[src/rtl/mac_slave_pkg.sv]
package mac_slave_pkg;
   typedef enum logic [1:0] {
      ST_WAIT = 2'd0,
      ST_LOAD = 2'd1,
      ST_CALC = 2'd2,
      ST_UNLD = 2'd3
   } slv_state_t;
endpackage

[src/rtl/mac_slave_fsm.sv]
module mac_slave_fsm
   import mac_slave_pkg::*;
#(
   parameter int LANES = 4,
   localparam int IDXW = (LANES > 1) ? $clog2(LANES) : 1
) (
   input  logic            clk,
   input  logic            rst,
   input  logic            ack_in,
   input  logic            done_in,
   output logic            ld_en,
   output logic            mac_en,
   output logic            acc_clr,
   output logic            unld,
   output logic [IDXW-1:0] sel,
   output logic            req
);
   localparam logic [IDXW-1:0] LAST = IDXW'(LANES - 1);

   slv_state_t state_q, state_d;
   logic [IDXW-1:0] sel_q, sel_d;

   always_comb begin
      state_d = state_q;
      sel_d   = sel_q;
      unique case (state_q)
         ST_WAIT: if (ack_in) state_d = ST_LOAD;
         ST_LOAD: state_d = ST_CALC;
         ST_CALC: begin
            sel_d   = '0;
            state_d = done_in ? ST_UNLD : ST_WAIT;
         end
         ST_UNLD: begin
            if (sel_q == LAST) begin
               state_d = ST_WAIT;
               sel_d   = '0;
            end else begin
               sel_d = sel_q + IDXW'(1);
            end
         end
         default: state_d = ST_WAIT;
      endcase
   end

   always_ff @(posedge clk) begin
      if (rst) begin
         state_q <= ST_WAIT;
         sel_q   <= '0;
      end else begin
         state_q <= state_d;
         sel_q   <= sel_d;
      end
   end

   assign ld_en   = (state_q == ST_LOAD);
   assign mac_en  = (state_q == ST_CALC);
   assign unld    = (state_q == ST_UNLD);
   assign acc_clr = unld && (sel_q == LAST);
   assign sel     = sel_q;
   assign req     = (state_q == ST_WAIT);


   idle_hold_chk: assert property (@(posedge clk) disable iff (rst)
      (req && !ack_in) |=> req);

   done_low_chk: assert property (@(posedge clk) disable iff (rst)
      (mac_en && !done_in) |=> (req && !unld));

   done_high_chk: assert property (@(posedge clk) disable iff (rst)
      (mac_en && done_in) |=> (unld && sel == '0));

   unload_order_chk: assert property (@(posedge clk) disable iff (rst)
      (unld && sel != LAST) |=> (unld && sel == $past(sel) + IDXW'(1)));

   unload_end_chk: assert property (@(posedge clk) disable iff (rst)
      (unld && sel == LAST) |=> (req && !unld));
endmodule

[src/rtl/mac_pe.sv]
module mac_pe #(
   parameter int OPW  = 8,
   parameter int ACCW = 20,
   localparam int PRODW = 2 * OPW
) (
   input  logic            clk,
   input  logic            rst,
   input  logic            ld_en,
   input  logic            mac_en,
   input  logic            acc_clr,
   input  logic [OPW-1:0]  a_in,
   input  logic [OPW-1:0]  b_in,
   output logic [ACCW-1:0] acc_out
);
   logic [OPW-1:0]   a_q, b_q;
   logic [PRODW-1:0] prod;
   logic [ACCW-1:0]  acc_q;

   always_ff @(posedge clk) begin
      if (rst) begin
         a_q <= '0;
         b_q <= '0;
      end else if (ld_en) begin
         a_q <= a_in;
         b_q <= b_in;
      end
   end

   assign prod = PRODW'(a_q) * PRODW'(b_q);

   always_ff @(posedge clk) begin
      if (rst || acc_clr) acc_q <= '0;
      else if (mac_en)    acc_q <= acc_q + ACCW'(prod);
   end

   assign acc_out = acc_q;


   no_overflow_chk: assert property (@(posedge clk) disable iff (rst)
      mac_en |=> (acc_out >= $past(acc_out)));

   acc_clear_chk: assert property (@(posedge clk) disable iff (rst)
      acc_clr |=> (acc_out == '0));

   acc_hold_chk: assert property (@(posedge clk) disable iff (rst)
      (!mac_en && !acc_clr) |=> $stable(acc_out));
endmodule

[src/rtl/mac_result_mux.sv]
module mac_result_mux #(
   parameter int LANES = 4,
   parameter int ACCW  = 20,
   localparam int IDXW = (LANES > 1) ? $clog2(LANES) : 1
) (
   input  logic [LANES*ACCW-1:0] acc_flat,
   input  logic [IDXW-1:0]       sel,
   input  logic                  unld,
   output logic [ACCW-1:0]       res
);
   logic [ACCW-1:0] picked;

   always_comb begin
      picked = '0;
      for (int i = 0; i < LANES; i++)
         if (sel == IDXW'(i)) picked = acc_flat[i*ACCW +: ACCW];
   end

   assign res = unld ? picked : '0;
endmodule

[src/rtl/mac_slave_array.sv]
module mac_slave_array #(
   parameter int LANES = 4,
   parameter int OPW   = 8,
   parameter int ACCW  = 20,
   localparam int IDXW = (LANES > 1) ? $clog2(LANES) : 1
) (
   input  logic                 clk,
   input  logic                 rst,
   input  logic                 data_ack,
   input  logic                 main_done,
   input  logic [LANES*OPW-1:0] fifo_a_word,
   input  logic [OPW-1:0]       fifo_b_elem,
   output logic                 data_req,
   output logic                 res_valid,
   output logic [IDXW-1:0]      res_idx,
   output logic [ACCW-1:0]      res_data
);
   generate
      if (ACCW < 2 * OPW) begin : g_bad_accw
         $error("mac_slave_array: ACCW must hold one full product");
      end
      if (LANES < 1) begin : g_bad_lanes
         $error("mac_slave_array: LANES must be at least 1");
      end
   endgenerate

   logic ld_en, mac_en, acc_clr, unld;
   logic [IDXW-1:0] sel;
   logic [LANES*ACCW-1:0] acc_flat;

   mac_slave_fsm #(.LANES(LANES)) u_fsm (
      .clk(clk), .rst(rst), .ack_in(data_ack), .done_in(main_done),
      .ld_en(ld_en), .mac_en(mac_en), .acc_clr(acc_clr), .unld(unld),
      .sel(sel), .req(data_req)
   );

   generate
      for (genvar i = 0; i < LANES; i++) begin : g_pe
         mac_pe #(.OPW(OPW), .ACCW(ACCW)) u_pe (
            .clk(clk), .rst(rst), .ld_en(ld_en), .mac_en(mac_en),
            .acc_clr(acc_clr),
            .a_in(fifo_a_word[i*OPW +: OPW]),
            .b_in(fifo_b_elem),
            .acc_out(acc_flat[i*ACCW +: ACCW])
         );
      end
   endgenerate

   mac_result_mux #(.LANES(LANES), .ACCW(ACCW)) u_mux (
      .acc_flat(acc_flat), .sel(sel), .unld(unld), .res(res_data)
   );

   assign res_valid = unld;
   assign res_idx   = sel;


   req_unload_chk: assert property (@(posedge clk) disable iff (rst)
      res_valid |-> !data_req);

   idle_zero_chk: assert property (@(posedge clk) disable iff (rst)
      !res_valid |-> (res_data == '0));
endmodule

[config.mk]
export PLATFORM = sky130hd
export DESIGN_NAME = mac_slave_array
export DESIGN_NICKNAME = d
export VERILOG_FILES = /design/src/rtl/mac_slave_pkg.sv /design/src/rtl/mac_slave_fsm.sv /design/src/rtl/mac_pe.sv /design/src/rtl/mac_result_mux.sv /design/src/rtl/mac_slave_array.sv
export SDC_FILE = /design/constraint.sdc
export NUM_CORES = 1
export LEC_CHECK = 0
export ABC_AREA = 1
export BUFFER_PORTS_ARGS = -buffer_cell sky130_fd_sc_hd__buf_2
export CAP_MARGIN = 20
export CORE_ASPECT_RATIO = 0.8
export CORE_UTILIZATION = 65
export DETAILED_ROUTE_END_ITERATION = 6
export PLACE_DENSITY = 0.83
export SETUP_SLACK_MARGIN = 0.2
export SYNTH_ARGS = -nofsm -noshare
export SYNTH_HDL_FRONTEND = slang
export SYNTH_SLANG_ARGS = --single-unit
[constraint.sdc]
create_clock -name clk -period 5.3 [get_ports clk]
set_input_delay 0 -clock clk [delete_from_list [all_inputs] [get_ports clk]]
set_output_delay 0 -clock clk [all_outputs]
set_load 0.02 [all_outputs]
==> results.sh <==
export IMPL_status="finished, violations left"
export IMPL_violations="DRC"
export IMPL_ff2ff_path_depth=20
export IMPL_cts_tree="built"
export IMPL_crit_chain="buf_4, nand2_1, fa_1, inv_1, fa_1, fa_1, inv_1, fa_1, inv_1, ha_1, nand2_1, nand2_1, inv_1, nand3_1, nand2_1, nand2_1, nand2_1, nand3_1, nand2_1, inv_1"
export IMPL_timing_critical_path_from_type="flop"
export IMPL_ys_top_cells_by_count="761 x sky130_fd_sc_hd__inv_1, 706 x sky130_fd_sc_hd__nand2_1, 200 x sky130_fd_sc_hd__fa_1"
export IMPL_ys_ff_latch=124
export IMPL_grt_overflow=0
export IMPL_antenna_viol_nets_final=0
export IMPL_critPathMaxFanout=33
export IMPL_rrSetupSlack_ps=760
export IMPL_grt_use_met3_pct=9.62
export IMPL_number_of_drc_markers_after_the_initial_detailed_route_iteration=1748
export IMPL_synth_largest_area_cell="sky130_fd_sc_hd__fa_1"
export IMPL_register_area_um2=2480
export IMPL_synthDistinctLibCells=28
export IMPL_syn_num_nets=3060
export IMPL_clk_pin_slew_ps=70
export IMPL_final_net_count=3091
export IMPL_synth_seq_area_share_pct=14.3
export IMPL_synth_edff_count=0
export IMPL_design_die_area_um2=27400
export IMPL_setup_ws_ps=762
export IMPL_drtPass1Iterations=7
export IMPL_layout_cell_share_with_drive_strength_beyond_1_pct=4.64
export IMPL_report_final_setup_viol=0
export IMPL_routedWlPerCell_um=16.1
export IMPL_multi_input_comb_area_um2=11500
export IMPL_setup_worst_path_start="g_pe[1].u_pe.b_q[3]"
export IMPL_crit_slowest_cell="sky130_fd_sc_hd__fa_1"
export IMPL_reg2reg_to="g_pe[3].u_pe.acc_out[17]"
export IMPL_number_of_fillers_in_the_final_layout=2139
export IMPL_drc_errors=2
export IMPL_grtUsageMet2_pct=56.3
export IMPL_insertion_delay_ps=450
export IMPL_grt_pass1_wl_mm=79.1
export IMPL_postSynthCellCount=2648
export IMPL_vdd_ir_drop_max_v=0.000364
export IMPL_grt_usage_pct=37.5
export IMPL_grt_max_degree=74
export IMPL_avgViaCountPerCell=5.34
export IMPL_fin_worst_hold_slack_ps=42.6
export IMPL_maxSlewHeadroom_pct=33.1
export IMPL_routed_wirelength_mm=49.2
export IMPL_ys_flop_type="sky130_fd_sc_hd__dfxtp_1"
export IMPL_postSynth_asyncResetShare_pct=0
export IMPL_num_vias=16300
export IMPL_ys_top_cells_by_area="sky130_fd_sc_hd__fa_1 23%, sky130_fd_sc_hd__inv_1 16%, sky130_fd_sc_hd__nand2_1 15%"
export IMPL_pin_count=68
export IMPL_numClockSinks=124
export IMPL_antenna_cells_inserted=0
export IMPL_critPathBufInv=6
export IMPL_grt_util_met1_pct=51.8
export IMPL_die_width_um=185
export IMPL_place_hpwl_mm=35.9
export IMPL_power_per_cell_area_nw_per_um2=176
export IMPL_clock_fmax_ghz=0.220
export IMPL_synth_warnings=0
export IMPL_antenna_found_initial=0
export IMPL_root_buffer="sky130_fd_sc_hd__clkbuf_16"
export IMPL_worst_reg2reg_startpoint="g_pe[1].u_pe.b_q[3]"
export IMPL_io_buffers=67
export IMPL_number_of_stages_on_the_worst_setup_path=20
export IMPL_htreeDepth=4
export IMPL_fp_coreArea_um2=26300
export IMPL_placement_setup_worst_slack_ps=894
export IMPL_holdPathStages=5
export IMPL_worst_margin_pin_slew_ps=1000
export IMPL_clock_buffer_count_from_cts=17
export IMPL_routability_congestion_estimate=0.949
export IMPL_postSynthAreaPerCell_um2=6.57
export IMPL_worstPathRequired_ps=5650
export IMPL_hold_violation_total_from_the_final_report=0
export IMPL_critPathKind="reg -> reg"
export IMPL_rows=53
export IMPL_starting_density_of_the_core_pct=66.2
export IMPL_setup_repair_after_global_routing_missed_its_margin="false"
export IMPL_cp_endpoint="g_pe[3].u_pe.acc_out[17]"
export IMPL_worst_endpoint_arrival_ps=4890
export IMPL_worst_setup_ep_type="flop"
export IMPL_number_of_global_route_vias_before_repair=15700
export IMPL_netlist_area_leader_share_pct=23.0
export IMPL_final_setup_tns_ps=0
export IMPL_max_cap_violations=0
export IMPL_finClkSkew_ps=11.7
export IMPL_drv_slew=0
export IMPL_synth_area_um2=17400
export IMPL_grt_busiest_layer="met2"
export IMPL_post_synth_top_count_cell="sky130_fd_sc_hd__inv_1"
export IMPL_cts_max_path_buffers=2
export IMPL_cp_common_cell="sky130_fd_sc_hd__nand2_1"
export IMPL_critPathTopFamily="adder cells"
export IMPL_die_y_um=148
export IMPL_areaGrowthSynthToFinish_pct=8.21
export IMPL_hp_class="in -> reg"
export IMPL_final_period_util_pct=85.6
export IMPL_slowest_stage_delay_on_critical_path_ps=530
export IMPL_ctsResizeCount=0
export IMPL_min_period_ps=4540
export IMPL_leakage_uw=0.0117
==> state kept, by name, indices dropped and copies added, names as in the netlist <==
name / count
u_fsm.sel: 2
g_pe.u_pe.a_q: 32
g_pe.u_pe.b_q: 8
g_pe.u_pe.acc_out: 80
u_fsm.state_q: 2
==> metal layers <==
layer / wire length (um) / vias to the layer above
li1: - / 7709
met1: 20600 / 7500
met2: 20800 / 934
met3: 6010 / 131
met4: 1810 / 0
met5: 0 / -
==> layout make-up <==
cell class                      instances  share of cell area [%]
Multi-Input combinational cell       1643                    61.3
Inverter                              766                    15.3
Sequential cell                       124                    13.2
Timing Repair Buffer                  127                    4.92
Clock buffer                           21                    2.45
Tap cell                              357                    2.37
Clock inverter                         11                   0.459
==> power by group <==
part / internal [uW] / switching, uW / total [uW]
clock network: 629 / 516 / 1140
registers: 1000 / 128 / 1130
logic: 366 / 675 / 1040
total: 2000 / 1320 / 3320
==> through the flow <==
step | util (%) | std cells | power (uW) | instance area, um^2
after detailed placement | 67.9 | 2973 | 2120 | 17800
final | 71.7 | 3049 | 3320 | 18800
after CTS | 71.6 | 3048 | 3290 | 18800
after global routing | 71.7 | 3049 | 3490 | 18800
after global placement | 67.9 | 2973 | 2070 | 17800
after floorplan | - | 2648 | 1830 | 17400
==> cell families (layout without fill, tap and decap cells) <==
family | count (synthesis) | count (layout) | synth area share, %
AND/OR/NAND/NOR | 1013 | 1013 | 23.0
buffers and inverters | 881 | 925 | 19.4
adder cells (fa/ha/maj) | 368 | 368 | 35.1
AO/OA/AOI/OAI | 234 | 234 | 6.84
flip-flops | 124 | 124 | 14.3
XOR/XNOR | 28 | 28 | 1.41
==> worst min-delay path by stage <==
stage	end	slack (ps)	startpoint
6_report	u_fsm.state_q[0]	40	main_done
5_1_grt	u_fsm.state_q[0]	80	main_done
4_1_cts	u_fsm.state_q[0]	7	main_done
3_5_place_dp	g_pe[1].u_pe.b_q[5]	230	fifo_b_elem[5]
3_3_place_gp	g_pe[1].u_pe.b_q[5]	220	fifo_b_elem[5]
2_1_floorplan	u_fsm.sel[1]	70	rst
==> what timing repair did <==
action,4_1_cts,5_1_grt
setup buffers,0,0
hold endpoints to repair,43,0
hold buffers,43,0
==> cell usage in the layout, fill, tap and decap left out, types with 2 or more instances in the layout <==
master / netlist / final
sky130_fd_sc_hd__buf_2: 14 / 67
sky130_fd_sc_hd__buf_4: 3 / 14
sky130_fd_sc_hd__clkbuf_16: 0 / 17
sky130_fd_sc_hd__inv_2: 3 / 3
sky130_fd_sc_hd__clkinv_4: 0 / 3
sky130_fd_sc_hd__nor2_2: 2 / 2
sky130_fd_sc_hd__inv_6: 0 / 4
sky130_fd_sc_hd__buf_12: 0 / 2
sky130_fd_sc_hd__xor2_1: 25 / 25
sky130_fd_sc_hd__dfxtp_1: 124 / 124
sky130_fd_sc_hd__nand3_1: 118 / 118
sky130_fd_sc_hd__nand4_1: 8 / 8
sky130_fd_sc_hd__o21ai_1: 2 / 2
sky130_fd_sc_hd__clkbuf_8: 0 / 2
sky130_fd_sc_hd__dlygate4sd3_1: 0 / 43
sky130_fd_sc_hd__clkinv_1: 2 / 2
sky130_fd_sc_hd__clkbuf_1: 86 / 2
sky130_fd_sc_hd__or2_2: 2 / 2
sky130_fd_sc_hd__clkinv_2: 0 / 2
sky130_fd_sc_hd__clkinvlp_4: 0 / 2
sky130_fd_sc_hd__nand2_1: 706 / 706
sky130_fd_sc_hd__a21oi_1: 122 / 122
sky130_fd_sc_hd__nor2_1: 173 / 172
sky130_fd_sc_hd__inv_1: 761 / 761
sky130_fd_sc_hd__fa_1: 200 / 200
sky130_fd_sc_hd__o21ai_0: 105 / 105
sky130_fd_sc_hd__nand2_4: 2 / 2
sky130_fd_sc_hd__ha_1: 168 / 168
sky130_fd_sc_hd__a32o_1: 3 / 3
sky130_fd_sc_hd__xnor2_1: 3 / 3
==> tightest hold or removal path, delay by kind of cell <==
family / cells / cell delay, ps
and+or+nand+nor: 3 / 350
buffers and inverters: 2 / 110
(Power assumes the default switching activity.)
